===== config.mk =====
export PLATFORM = sky130hd
export DESIGN_NAME = gpio_eint_ctrl
export DESIGN_NICKNAME = d
export VERILOG_FILES = /design/src/rtl/gpio_eint_pkg.sv /design/src/rtl/gpio_eint_sync.sv /design/src/rtl/gpio_eint_detect.sv /design/src/rtl/gpio_eint_bank.sv /design/src/rtl/gpio_eint_ctrl.sv
export SDC_FILE = /design/constraint.sdc
export NUM_CORES = 1
export LEC_CHECK = 0
export ABC_CLOCK_PERIOD_IN_PS = 1600
export BUFFER_PORTS_ARGS = -buffer_cell sky130_fd_sc_hd__clkbuf_2
export CAP_MARGIN = 30
export CORE_ASPECT_RATIO = 1.25
export CORE_MARGIN = 5
export CORE_UTILIZATION = 53
export CTS_CLUSTER_SIZE = 28
export DETAILED_ROUTE_END_ITERATION = 7
export HOLD_SLACK_MARGIN = 0.06
export PLACE_DENSITY = 0.75
export SYNTH_ARGS = -nofsm -noshare
export SYNTH_HDL_FRONTEND = slang
export SYNTH_SLANG_ARGS = --single-unit

===== constraint.sdc =====
create_clock -name clk_i -period 1.6 [get_ports clk_i]
set_input_delay 0.08 -clock clk_i [delete_from_list [all_inputs] [get_ports clk_i]]
set_output_delay 0.08 -clock clk_i [all_outputs]
set_load 0.02 [all_outputs]

===== src/rtl/gpio_eint_pkg.sv =====
package gpio_eint_pkg;
  localparam int LINES       = 32;
  localparam int CODE_W      = 4;
  localparam int CFG_PER_REG = 8;
  localparam int CFG_REGS    = LINES / CFG_PER_REG;
  localparam int WIN_BASE    = 'h200;
  localparam int WIN_STRIDE  = 'h20;

  localparam logic [4:0] OFS_EN  = 5'h10;
  localparam logic [4:0] OFS_ST  = 5'h14;
  localparam logic [4:0] OFS_DEB = 5'h18;

  localparam logic [CODE_W-1:0] FUNC_EINT = 4'd6;

  typedef enum logic [CODE_W-1:0] {
    TRIG_RISE = 4'd0,
    TRIG_FALL = 4'd1,
    TRIG_HIGH = 4'd2,
    TRIG_LOW  = 4'd3,
    TRIG_BOTH = 4'd4
  } trig_e;
endpackage


===== src/rtl/gpio_eint_sync.sv =====
module gpio_eint_sync #(
  parameter int WIDTH = 32
) (
  input  logic             clk_i,
  input  logic             rst_ni,
  input  logic [WIDTH-1:0] async_i,
  output logic [WIDTH-1:0] sync_o
);
  logic [WIDTH-1:0] meta_q, sync_q;

  always_ff @(posedge clk_i or negedge rst_ni) begin
    if (!rst_ni) begin
      meta_q <= '0;
      sync_q <= '0;
    end else begin
      meta_q <= async_i;
      sync_q <= meta_q;
    end
  end

  assign sync_o = sync_q;
endmodule


===== src/rtl/gpio_eint_detect.sv =====
module gpio_eint_detect
  import gpio_eint_pkg::*;
(
  input  logic                     clk_i,
  input  logic                     rst_ni,
  input  logic [LINES-1:0]         lvl_i,
  input  logic [LINES*CODE_W-1:0]  cfg_i,
  input  logic [LINES*CODE_W-1:0]  mux_i,
  output logic [LINES-1:0]         hit_o
);
  logic [LINES-1:0] prev_q;

  always_ff @(posedge clk_i or negedge rst_ni) begin
    if (!rst_ni) prev_q <= '0;
    else         prev_q <= lvl_i;
  end

  for (genvar l = 0; l < LINES; l++) begin : g_line
    logic raw;
    always_comb begin
      case (cfg_i[l*CODE_W +: CODE_W])
        TRIG_RISE: raw = lvl_i[l] & ~prev_q[l];
        TRIG_FALL: raw = ~lvl_i[l] & prev_q[l];
        TRIG_HIGH: raw = lvl_i[l];
        TRIG_LOW:  raw = ~lvl_i[l];
        TRIG_BOTH: raw = lvl_i[l] ^ prev_q[l];
        default:   raw = 1'b0;  // reserved codes
      endcase
    end
    assign hit_o[l] = raw & (mux_i[l*CODE_W +: CODE_W] == FUNC_EINT);
  end
endmodule


===== src/rtl/gpio_eint_bank.sv =====
module gpio_eint_bank
  import gpio_eint_pkg::*;
#(
  parameter int DEB_W = 8
) (
  input  logic                    clk_i,
  input  logic                    rst_ni,
  input  logic                    wr_i,
  input  logic [4:0]              off_i,
  input  logic [31:0]             wdata_i,
  input  logic [LINES-1:0]        lvl_i,
  input  logic [LINES*CODE_W-1:0] mux_i,
  output logic [31:0]             rdata_o,
  output logic [LINES*CODE_W-1:0] cfg_o,
  output logic [LINES-1:0]        en_o,
  output logic [LINES-1:0]        st_o,
  output logic                    irq_o
);
  localparam int IDX_W = $clog2(CFG_REGS);

  logic [CFG_REGS-1:0][31:0] cfg_q;
  logic [LINES-1:0]          en_q, st_q, hit, clr;
  logic [DEB_W-1:0]          deb_q;

  logic sel_cfg, sel_en, sel_st, sel_deb;
  assign sel_cfg = wr_i && (off_i[4] == 1'b0);
  assign sel_en  = wr_i && (off_i == OFS_EN);
  assign sel_st  = wr_i && (off_i == OFS_ST);
  assign sel_deb = wr_i && (off_i == OFS_DEB);
  assign clr     = sel_st ? wdata_i[LINES-1:0] : '0;

  gpio_eint_detect u_det (
    .clk_i (clk_i),
    .rst_ni(rst_ni),
    .lvl_i (lvl_i),
    .cfg_i (cfg_o),
    .mux_i (mux_i),
    .hit_o (hit)
  );

  always_ff @(posedge clk_i or negedge rst_ni) begin
    if (!rst_ni) begin
      cfg_q <= '0;
      en_q  <= '0;
      st_q  <= '0;
      deb_q <= '0;
    end else begin
      if (sel_cfg) cfg_q[off_i[IDX_W+1:2]] <= wdata_i;
      if (sel_en)  en_q  <= wdata_i[LINES-1:0];
      if (sel_deb) deb_q <= wdata_i[DEB_W-1:0];
      st_q <= (st_q & ~clr) | hit;  // new event wins over clear
    end
  end

  always_comb begin
    case (off_i[4:2])
      3'd0, 3'd1, 3'd2, 3'd3: rdata_o = cfg_q[off_i[IDX_W+1:2]];
      3'd4:    rdata_o = en_q;
      3'd5:    rdata_o = st_q;
      3'd6:    rdata_o = {{(32-DEB_W){1'b0}}, deb_q};
      default: rdata_o = '0;
    endcase
  end

  assign cfg_o = cfg_q;
  assign en_o  = en_q;
  assign st_o  = st_q;
  assign irq_o = |(st_q & en_q);
endmodule


===== src/rtl/gpio_eint_ctrl.sv =====
module gpio_eint_ctrl
  import gpio_eint_pkg::*;
#(
  parameter int NUM_BANKS = 2,
  parameter int BANK_BASE = 0,
  parameter int ADDR_W    = 12,
  parameter int DEB_W     = 8
) (
  input  logic                              clk_i,
  input  logic                              rst_ni,
  input  logic                              wr_en_i,
  input  logic [ADDR_W-1:0]                 addr_i,
  input  logic [31:0]                       wdata_i,
  output logic [31:0]                       rdata_o,
  input  logic [NUM_BANKS*LINES-1:0]        pad_i,
  input  logic [NUM_BANKS*LINES*CODE_W-1:0] mux_i,
  output logic [NUM_BANKS-1:0]              irq_o
);
  localparam int WIN0 = WIN_BASE + BANK_BASE * WIN_STRIDE;
  localparam int SPAN = NUM_BANKS * WIN_STRIDE;
  localparam int BSEL_W = ADDR_W - 5;

  logic [ADDR_W-1:0]                 rel;
  logic                              in_rng;
  logic [NUM_BANKS*LINES-1:0]        lvl, st_all, en_all;
  logic [NUM_BANKS*LINES*CODE_W-1:0] cfg_all;
  logic [NUM_BANKS-1:0][31:0]        rd_b;
  logic [NUM_BANKS-1:0]              sel_b;

  assign rel    = addr_i - ADDR_W'(WIN0);
  assign in_rng = (addr_i >= ADDR_W'(WIN0)) && (rel < ADDR_W'(SPAN));

  gpio_eint_sync #(.WIDTH(NUM_BANKS*LINES)) u_sync (
    .clk_i  (clk_i),
    .rst_ni (rst_ni),
    .async_i(pad_i),
    .sync_o (lvl)
  );

  for (genvar b = 0; b < NUM_BANKS; b++) begin : g_bank
    assign sel_b[b] = in_rng && (rel[ADDR_W-1:5] == BSEL_W'(b));
    gpio_eint_bank #(.DEB_W(DEB_W)) u_bank (
      .clk_i  (clk_i),
      .rst_ni (rst_ni),
      .wr_i   (wr_en_i && sel_b[b]),
      .off_i  (rel[4:0]),
      .wdata_i(wdata_i),
      .lvl_i  (lvl[b*LINES +: LINES]),
      .mux_i  (mux_i[b*LINES*CODE_W +: LINES*CODE_W]),
      .rdata_o(rd_b[b]),
      .cfg_o  (cfg_all[b*LINES*CODE_W +: LINES*CODE_W]),
      .en_o   (en_all[b*LINES +: LINES]),
      .st_o   (st_all[b*LINES +: LINES]),
      .irq_o  (irq_o[b])
    );
  end

  always_comb begin
    rdata_o = '0;
    for (int b = 0; b < NUM_BANKS; b++)
      if (sel_b[b]) rdata_o = rd_b[b];
  end
endmodule


# ---- Yosys cells after proc, flatten, opt, wreduce, memory -nomap -nowiden
# Index checks and enable logic that the tools add are counted.
dict set report word_totals {
  reg_bits 592
  latch_bits 0
  mem_bits_rw 0
  romBits 0
  inputBits 367
  output_inout_bits 34
  elab_cells 907
  n_memories 0
}
dict set report op_classes {
  addsub 1
  n_mul 0
  div_mod_pow 0
  magnitude_cmp 4
  eq_ne 330
  shifts 0
  muxes 78
  bitwise_logic 393
  n_reduce_logical 83
}
# cell n
set ops {}
lappend ops {{== test 4 x 2 -> 1 bit (second input constant)} 128}
lappend ops {{== test 4 x 3 -> 1 bit (second input constant)} 128}
lappend ops {{case mux 1 bit (5 select lines)} 64}
lappend ops {{bitwise mux 128 bit} 2}
lappend ops {{== test 4 x 1 -> 1 bit (second input constant)} 64}
lappend ops {{zero test 4 bit} 64}
lappend ops {{case mux 32 bit (4 select lines)} 2}
lappend ops {{2-to-1 mux 32 bit} 7}
lappend ops {{AND 1 bit} 192}
lappend ops {{NOT 1 bit} 129}
lappend ops {{AND 32 bit} 4}
lappend ops {{binary-select mux 32 bit (select 2 bit)} 2}
lappend ops {{demux 32 bit (select 2 bit)} 1}
lappend ops {{NOT 32 bit} 2}
lappend ops {{OR 32 bit} 2}
lappend ops {{OR reduction 32 bit} 2}
lappend ops {{bitwise XOR 1 bit} 64}
lappend ops {{== test 5 bit (second input constant)} 3}
lappend ops {{logical AND 1 bit} 14}
lappend ops {{>= comparator 12 x 10 -> 1 bit (second input constant)} 1}
lappend ops {{less-than comparator 12 x 7 -> 1 bit (second input constant)} 1}
lappend ops {{subtractor 12 x 10 -> 12 bit (second input constant)} 1}
lappend ops {{== test 3 bit (second input constant)} 3}
lappend ops {{== test 7 x 1 -> 1 bit (second input constant)} 1}
lappend ops {{other kinds (7)} 8}

# ---- Longest topological paths before layout
dict set report depth {
  ltp_word 10
  mapped_depth 9
  ltp_nobuf 6
}

# ---- Cells and area by module
# A second synthesis with hierarchy kept.
dict set report hier_totals {
  cells_unflattened 2534
  area_unflattened_um2 31387.6
}
# module instances cells_per_inst area_per_inst_um2 seq_area_each_um2
set by_module_without_submodules {}
lappend by_module_without_submodules {{gpio_eint_bank at g_bank[0].u_bank} 1 645 9401.5 5004.8}
lappend by_module_without_submodules {{gpio_eint_bank at g_bank[1].u_bank} 1 647 9268.9 5004.8}
lappend by_module_without_submodules {gpio_eint_detect 2 512 4289.1 800.8}
lappend by_module_without_submodules {gpio_eint_sync 1 128 3203.1 3203.1}
lappend by_module_without_submodules {gpio_eint_ctrl 1 90 935.9 0.0}

# ---- Least setup slack after synthesis
# Ideal clock, no wire load.
dict set report synth_path {
  path_type {input port to flip-flop}
  startpoint {input addr_i[9]}
  endpoint {register g_bank[1].u_bank.cfg_q (netlist bit g_bank[1].u_bank.cfg_o[66])}
  setup_time_ns 0.125
  arrival_ns 1.868
  required_time_ns 1.475
  path_slack_ns -0.393
  cell_stages 9
  n_path_buf 3
  path_cell_list {inv_1 -> ha_1 -> xor2_1 -> or3_1 -> buf_2 -> or3_1 -> buf_6 -> buf_6 -> mux2_4}
}
dict set report synth_between {
  elab_chain_cells 6
  word_cells_on_any_way 8
  cone_classes {1 x add/sub; 2 x order compare; 1 x eq/ne; 4 x reduce/logical}
}
# element line
set synth_lines {}
lappend synth_lines {{from (decl)} gpio_eint_ctrl.sv:12} ;# input logic [ADDR_W-1:0] addr_i,
lappend synth_lines {{subtractor 12 x 10 -> 12 bit} gpio_eint_ctrl.sv:30} ;# assign rel = addr_i - ADDR_W'(WIN0);
lappend synth_lines {{less-than comparator 12 x 7 -> 1 bit} gpio_eint_ctrl.sv:31} ;# assign in_rng = (addr_i >= ADDR_W'(WIN0)) && (rel < ADDR_W'(SPAN));
lappend synth_lines {{logical AND 1 bit} gpio_eint_ctrl.sv:31}
lappend synth_lines {{logical AND 1 bit *} gpio_eint_ctrl.sv:41} ;# assign sel_b[b] = in_rng && (rel[ADDR_W-1:5] == BSEL_W'(b));
lappend synth_lines {{logical AND 1 bit *} gpio_eint_ctrl.sv:45} ;# .wr_i (wr_en_i && sel_b[b]),
lappend synth_lines {{logical AND 1 bit *} gpio_eint_bank.sv:26} ;# assign sel_cfg = wr_i && (off_i[4] == 1'b0);
lappend synth_lines {{to (signal, indexed assignment)} gpio_eint_bank.sv:48} ;# if (sel_cfg) cfg_q[off_i[IDX_W+1:2]] <= wdata_i;
lappend synth_lines {{to (decl)} gpio_eint_bank.sv:21} ;# logic [CFG_REGS-1:0][31:0] cfg_q;
# Mark *: on every way between the ends. The rest lies on a longest branch, timed or not.
# A chain may end at the register's enable or synchronous reset.

# ---- Worst setup path after layout
dict set report layout_path {
  startpoint {register g_bank[0].u_bank.cfg_q (netlist bit g_bank[0].u_bank.cfg_o[124])}
  endpoint {output rdata_o[28]}
}
dict set report layout_between {
  elab_chain_cells 5
}
# element line
set layout_lines {}
lappend layout_lines {{from (decl)} gpio_eint_bank.sv:21}
lappend layout_lines {{from (signal, indexed assignment)} gpio_eint_bank.sv:48}
lappend layout_lines {{binary-select mux 32 bit (select 2 bit)} gpio_eint_bank.sv:57} ;# 3'd0, 3'd1, 3'd2, 3'd3: rdata_o = cfg_q[off_i[IDX_W+1:2]];
lappend layout_lines {{2-to-1 mux 32 bit (not written as such)} gpio_eint_bank.sv:57}
lappend layout_lines {{case mux 32 bit (4 select lines)} gpio_eint_bank.sv:56} ;# case (off_i[4:2])
lappend layout_lines {{2-to-1 mux 32 bit (2 in series)} gpio_eint_ctrl.sv:61} ;# if (sel_b[b]) rdata_o = rd_b[b];
lappend layout_lines {{to (decl)} gpio_eint_ctrl.sv:14} ;# output logic [31:0] rdata_o,
# No other way between the ends. The select of a mux whose other input is x is not followed.

==> run_summary.xml <==
<?xml version="1.0" encoding="UTF-8"?>
<metrics>
  <group name="logic_synthesis">
    <metric name="netlist.top_cell.by_area" unit="">sky130_fd_sc_hd__dfrtp_1</metric>
    <metric name="synth-async-reset-ratio" unit="%">100</metric>
    <metric name="yosysTopAreaCellShare" unit="%">50.2</metric>
    <metric name="syn-instance-count" unit="">2470</metric>
    <metric name="share_of_the_synthesized_area_in_compound_gates_ao_oa_aoi_oai" unit="%">10.2</metric>
    <metric name="ys_warn_count" unit="">0</metric>
    <metric name="synth_fa_ha_area_share" unit="%">5.51</metric>
    <metric name="syn_avg_cell_area" unit="um^2">11.9</metric>
    <metric name="synth_edf_count" unit="">0</metric>
    <metric name="postSynth.topFlopCell" unit="">sky130_fd_sc_hd__dfrtp_1</metric>
    <metric name="post_synthesis_share_of_cell_area_spent_on_and_or_nand_and_nor_gates" unit="%">8.52</metric>
    <metric name="synth_cell_type_count" unit="">53</metric>
    <metric name="yosys_register_bits" unit="">592</metric>
    <metric name="synthesis.area" unit="mm^2">0.0295</metric>
    <metric name="muxShareOfSynthArea" unit="%">20.5</metric>
    <metric name="seq_area_frac_synth" unit="%">50.2</metric>
    <metric name="synth.area.top_cells" unit="">sky130_fd_sc_hd__dfrtp_1 (50%), sky130_fd_sc_hd__mux2_2 (14%), sky130_fd_sc_hd__mux2i_1 (5.8%)</metric>
    <metric name="mappedNetlistNets" unit="">2967</metric>
    <metric name="synth_top_family_by_area" unit="">multiplexers</metric>
    <metric name="synth-xor-area-share" unit="%">0.980</metric>
  </group>
  <group name="layout">
    <metric name="instances_no_fill" unit="">4185</metric>
    <metric name="finalNetCount" unit="">3893</metric>
    <metric name="layout-area-overhead-vs-synth" unit="%">42.2</metric>
    <metric name="drive_gt1_share" unit="%">41.0</metric>
    <metric name="finalCoreUtilization" unit="%">76.2</metric>
    <metric name="fillerInstances" unit="">3338</metric>
  </group>
  <group name="floorplanning">
    <metric name="die-area" unit="mm^2">0.0605</metric>
    <metric name="rows" unit="">96</metric>
    <metric name="fp.coreArea" unit="mm^2">0.0550</metric>
    <metric name="die_h" unit="um">274</metric>
    <metric name="floorplan.initialDensity" unit="%">53.6</metric>
    <metric name="die-width" unit="um">221</metric>
    <metric name="pin_count" unit="">401</metric>
  </group>
  <group name="flow_run">
    <metric name="maxCapViolations" unit="">0</metric>
  </group>
  <group name="timing">
    <metric name="setup_clock_skew_after_layout" unit="ps">27.6</metric>
    <metric name="finalSetupViolations" unit="">37</metric>
    <metric name="timing_max_transition_violations_final" unit="">0</metric>
    <metric name="grt_setup_unrepaired" unit="">true</metric>
    <metric name="fmaxAchievable" unit="MHz">429</metric>
    <metric name="max_slew_margin" unit="%">56.3</metric>
    <metric name="setup_total_negative_slack" unit="ps">-16360</metric>
    <metric name="timing.final.hold_violations" unit="">0</metric>
    <metric name="final.period_utilization" unit="%">146</metric>
    <metric name="worstMarginPinSlew" unit="ps">649</metric>
    <metric name="worst_slack" unit="ps">-730</metric>
    <metric name="final_period_minus_worst_setup_slack" unit="ps">2330</metric>
  </group>
  <group name="grt">
    <metric name="first_global_vias" unit="">27772</metric>
    <metric name="grt_util_met2" unit="%">61.7</metric>
    <metric name="wire_length_of_the_first_global_routing_pass" unit="um">172000</metric>
    <metric name="global_route.peak_usage_layer" unit="">met2</metric>
    <metric name="globalRouteOverflowTotal" unit="">0</metric>
    <metric name="number_of_antenna_violations_at_the_first_check_in_global_routing" unit="">5</metric>
    <metric name="grtUsageTotal" unit="%">37.2</metric>
    <metric name="largest_net_degree_at_the_start_of_global_routing" unit="">66</metric>
    <metric name="use_met1" unit="%">45.0</metric>
    <metric name="met3_usage" unit="%">7.29</metric>
  </group>
  <group name="drt">
    <metric name="wl_per_cell" unit="um">28.1</metric>
    <metric name="route.final.wire_length" unit="um">118000</metric>
    <metric name="pre_antenna_drt_iters" unit="">8</metric>
    <metric name="dr.first_iter.drc_count" unit="">2858</metric>
    <metric name="residual_antenna_violating_net_count_after_detailed_routing" unit="">0</metric>
    <metric name="avgViaCountPerCell" unit="">6.32</metric>
    <metric name="drc" unit="">0</metric>
    <metric name="routed-via-count" unit="">26430</metric>
  </group>
  <group name="place">
    <metric name="place_congestion" unit="">0.945</metric>
    <metric name="place.port_buffers" unit="">400</metric>
    <metric name="hpwlAfterDp" unit="um">75700</metric>
    <metric name="place.detailed.instances" unit="">3737</metric>
  </group>
  <group name="critical_path">
    <metric name="worst_setup_path_end_kind" unit="">output port</metric>
    <metric name="critPathLaunch" unit="">g_bank[0].u_bank.cfg_o[124]$_DFFE_PN0P_</metric>
    <metric name="timing.critical_path.cells" unit="">mux2i_1 -&gt; o22ai_1 -&gt; a21oi_2 -&gt; o22ai_2 -&gt; clkbuf_8</metric>
    <metric name="timing.critical_path.slowest_stage_cell" unit="">sky130_fd_sc_hd__dfrtp_1</metric>
    <metric name="critPathArrivalTime" unit="ps">2250</metric>
    <metric name="cp_max_fo" unit="">6</metric>
    <metric name="cp_slowest_stage_delay" unit="ps">470</metric>
    <metric name="r2r-start" unit="">g_bank[0].u_bank.cfg_o[59]$_DFFE_PN0P_</metric>
    <metric name="crit_path_start_kind" unit="">register</metric>
    <metric name="critPathRequiredTime" unit="ps">1520</metric>
    <metric name="timing.setup.critical_path_class" unit="">reg -&gt; out</metric>
  </group>
  <group name="cts">
    <metric name="clk_transition_reported_paths" unit="ps">70</metric>
    <metric name="cts.sink_count" unit="">592</metric>
    <metric name="clock_tree.root_cell" unit="">sky130_fd_sc_hd__clkbuf_16</metric>
    <metric name="ctsHtreeMaxLevel" unit="">2</metric>
    <metric name="worst_skew_pair_later_pin_latency" unit="ps">650</metric>
    <metric name="clock_tree_from_tritoncts" unit="">done</metric>
    <metric name="buffers_from_clock_root_to_sink_at_most" unit="">3</metric>
    <metric name="cts_buffers" unit="">59</metric>
  </group>
  <group name="power_and_ir_drop">
    <metric name="vdd_ir_drop_max" unit="uV">950</metric>
    <metric name="cellLeakagePower" unit="uW">0.0197</metric>
    <metric name="power.density" unit="mW/mm^2">879</metric>
  </group>
  <group name="min_path">
    <metric name="hold_path_startpoint" unit="">mux_i[68]</metric>
    <metric name="hold_path_class" unit="">in -&gt; reg</metric>
  </group>
  <group name="status">
    <metric name="run_status" unit="">complete, but fails checks</metric>
    <metric name="violations" unit="">setup timing</metric>
  </group>
</metrics>
cell usage in the layout, fill, tap and decap left out, drive strengths merged, types with 14 or more instances in the layout:
cell type    synthesis  final
a211o               42     42
a21oi              121    121
a22oi               32     32
a31oi               22     22
a32o                22     22
buf                 54    322
clkbuf              83    459
clkinv               0     16
dfrtp              592    592
dlygate4sd3          0    300
ha                 130    130
inv                152    155
mux2               384    384
mux2i              170    170
nand2               60     60
nand3               64     64
nand3b              36     36
nor2                54     54
nor2b               58     58
nor3                27     27
nor4b               74     74
o211ai              14     14
o21ai               57     57
o221ai              14     14
o22ai               80     80
o2bb2ai             32     32
xnor2               32     32
timing repair:
| item | 4_1_cts | 5_1_grt |
|---|---|---|
| resized for setup | 226 | 153 |
| hold endpoints to repair | 918 | 0 |
| buffers inserted | 25 | 24 |
| endpoints found under the setup margin | 39 | 54 |
| hold buffers | 300 | 0 |
| pin swaps | 69 | 64 |
worst max-delay path, delay by kind of cell (launching register included):
kind,cells,cell delay [ps]
AOI/OAI and AO/OA,3,540
muxes,1,430
buffers and inverters,1,180
DFF,1,470
cell type report:
| class | count | area [um^2] | share of cell area [%] |
|---|---|---|---|
| Tap cell | 735 | 920 | 2.19 |
| Timing Repair Buffer | 1002 | 8390 | 20.0 |
| Clock inverter | 30 | 407 | 0.969 |
| Antenna cell | 6 | 15.0 | 0.0358 |
| Sequential cell | 592 | 14900 | 35.4 |
| Clock buffer | 79 | 1710 | 4.08 |
| Inverter | 152 | 596 | 1.42 |
| Multi-Input combinational cell | 1589 | 15100 | 35.9 |
Yosys cell counts, types with 5 or more instances:
cell	n
sky130_fd_sc_hd__a22oi_1	32
sky130_fd_sc_hd__nor3_1	22
sky130_fd_sc_hd__buf_4	5
sky130_fd_sc_hd__nor4b_1	74
sky130_fd_sc_hd__inv_1	152
sky130_fd_sc_hd__nor2_1	52
sky130_fd_sc_hd__clkbuf_1	82
sky130_fd_sc_hd__xnor2_1	32
sky130_fd_sc_hd__nand4_1	11
sky130_fd_sc_hd__a32o_1	22
sky130_fd_sc_hd__mux2_2	367
sky130_fd_sc_hd__mux2i_1	170
sky130_fd_sc_hd__nand3_1	64
sky130_fd_sc_hd__a21oi_1	121
sky130_fd_sc_hd__nand2b_1	6
sky130_fd_sc_hd__a2111oi_0	10
sky130_fd_sc_hd__nand3b_1	36
sky130_fd_sc_hd__ha_1	130
sky130_fd_sc_hd__buf_6	10
sky130_fd_sc_hd__buf_1	17
sky130_fd_sc_hd__o2bb2ai_1	32
sky130_fd_sc_hd__buf_2	22
sky130_fd_sc_hd__nor2b_1	58
sky130_fd_sc_hd__a211o_1	42
sky130_fd_sc_hd__mux2_1	14
sky130_fd_sc_hd__nand2_1	60
sky130_fd_sc_hd__nor4_1	12
sky130_fd_sc_hd__a31oi_1	22
sky130_fd_sc_hd__o211ai_1	14
sky130_fd_sc_hd__nor3_2	5
sky130_fd_sc_hd__o21ai_0	57
sky130_fd_sc_hd__o22ai_1	80
sky130_fd_sc_hd__o221ai_1	14
sky130_fd_sc_hd__dfrtp_1	592
cell families (layout without fill, tap and decap cells):
group                    after synthesis  in the layout
buffers and inverters                289           1263
XOR/XNOR                              33             33
adder cells (fa/ha/maj)              130            130
AND/OR/NAND/NOR                      419            419
multiplexers                         554            554
other                                  0              6
AO/OA/AOI/OAI                        453            453
flip-flops                           592            592
final timing paths:
kind | end | slack [ps] | cells past startpoint
worst max-delay path | rdata_o[28] | -730 | 5
worst min-delay path | g_bank[0].u_bank.st_o[17]$_DFF_PN0_ | 40 | 5
worst max register to register | g_bank[0].u_bank.st_o[14]$_DFF_PN0_ | -20 | 4
worst min register to register | u_sync.sync_o[52]$_DFF_PN0_ | 350 | 0
max in group asynchronous | g_bank[1].u_bank.cfg_o[40]$_DFFE_PN0P_ | 440 | 4
min in group asynchronous | g_bank[1].u_bank.cfg_o[125]$_DFFE_PN0P_ | 230 | 3
flip-flops by register name (all words and copies together) (netlist names):
signal and cells:
g_bank.u_bank.cfg_o 256, g_bank.u_bank.en_o 64, g_bank.u_bank.st_o 64, g_bank.u_bank.u_det.prev_q 64
u_sync.meta_q 64, u_sync.sync_o 64, g_bank.u_bank.deb_q 16
layer usage:
metal | up-vias | part of all wire, %
li1 | 10919 | -
met1 | 13242 | 35
met2 | 1743 | 48
met3 | 526 | 9.4
met4 | 0 | 7.5
met5 | - | 0
metrics by stage:
stage | hold WS, ps | total power [uW] | worst slack [ps] | cell area (um^2)
3_3_place_gp | 32.8 | 20200 | -587 | 34900
4_1_cts | 60.1 | 36400 | -713 | 41200
5_1_grt | 51.4 | 37800 | -931 | 41900
6_report | 35.0 | 36900 | -730 | 41900
2_1_floorplan | -216 | 17700 | -294 | 30000
3_5_place_dp | 22.7 | 20300 | -616 | 34900
power by group:
group / internal (uW) / leakage (uW) / total [uW] / switching [uW]
clock: 8960 / 0.00106 / 15300 / 6380
sequential: 15600 / 0.00761 / 16400 / 745
combinational: 2620 / 0.0110 / 5190 / 2570
No activity file was read; power rests on OpenSTA's default activity.
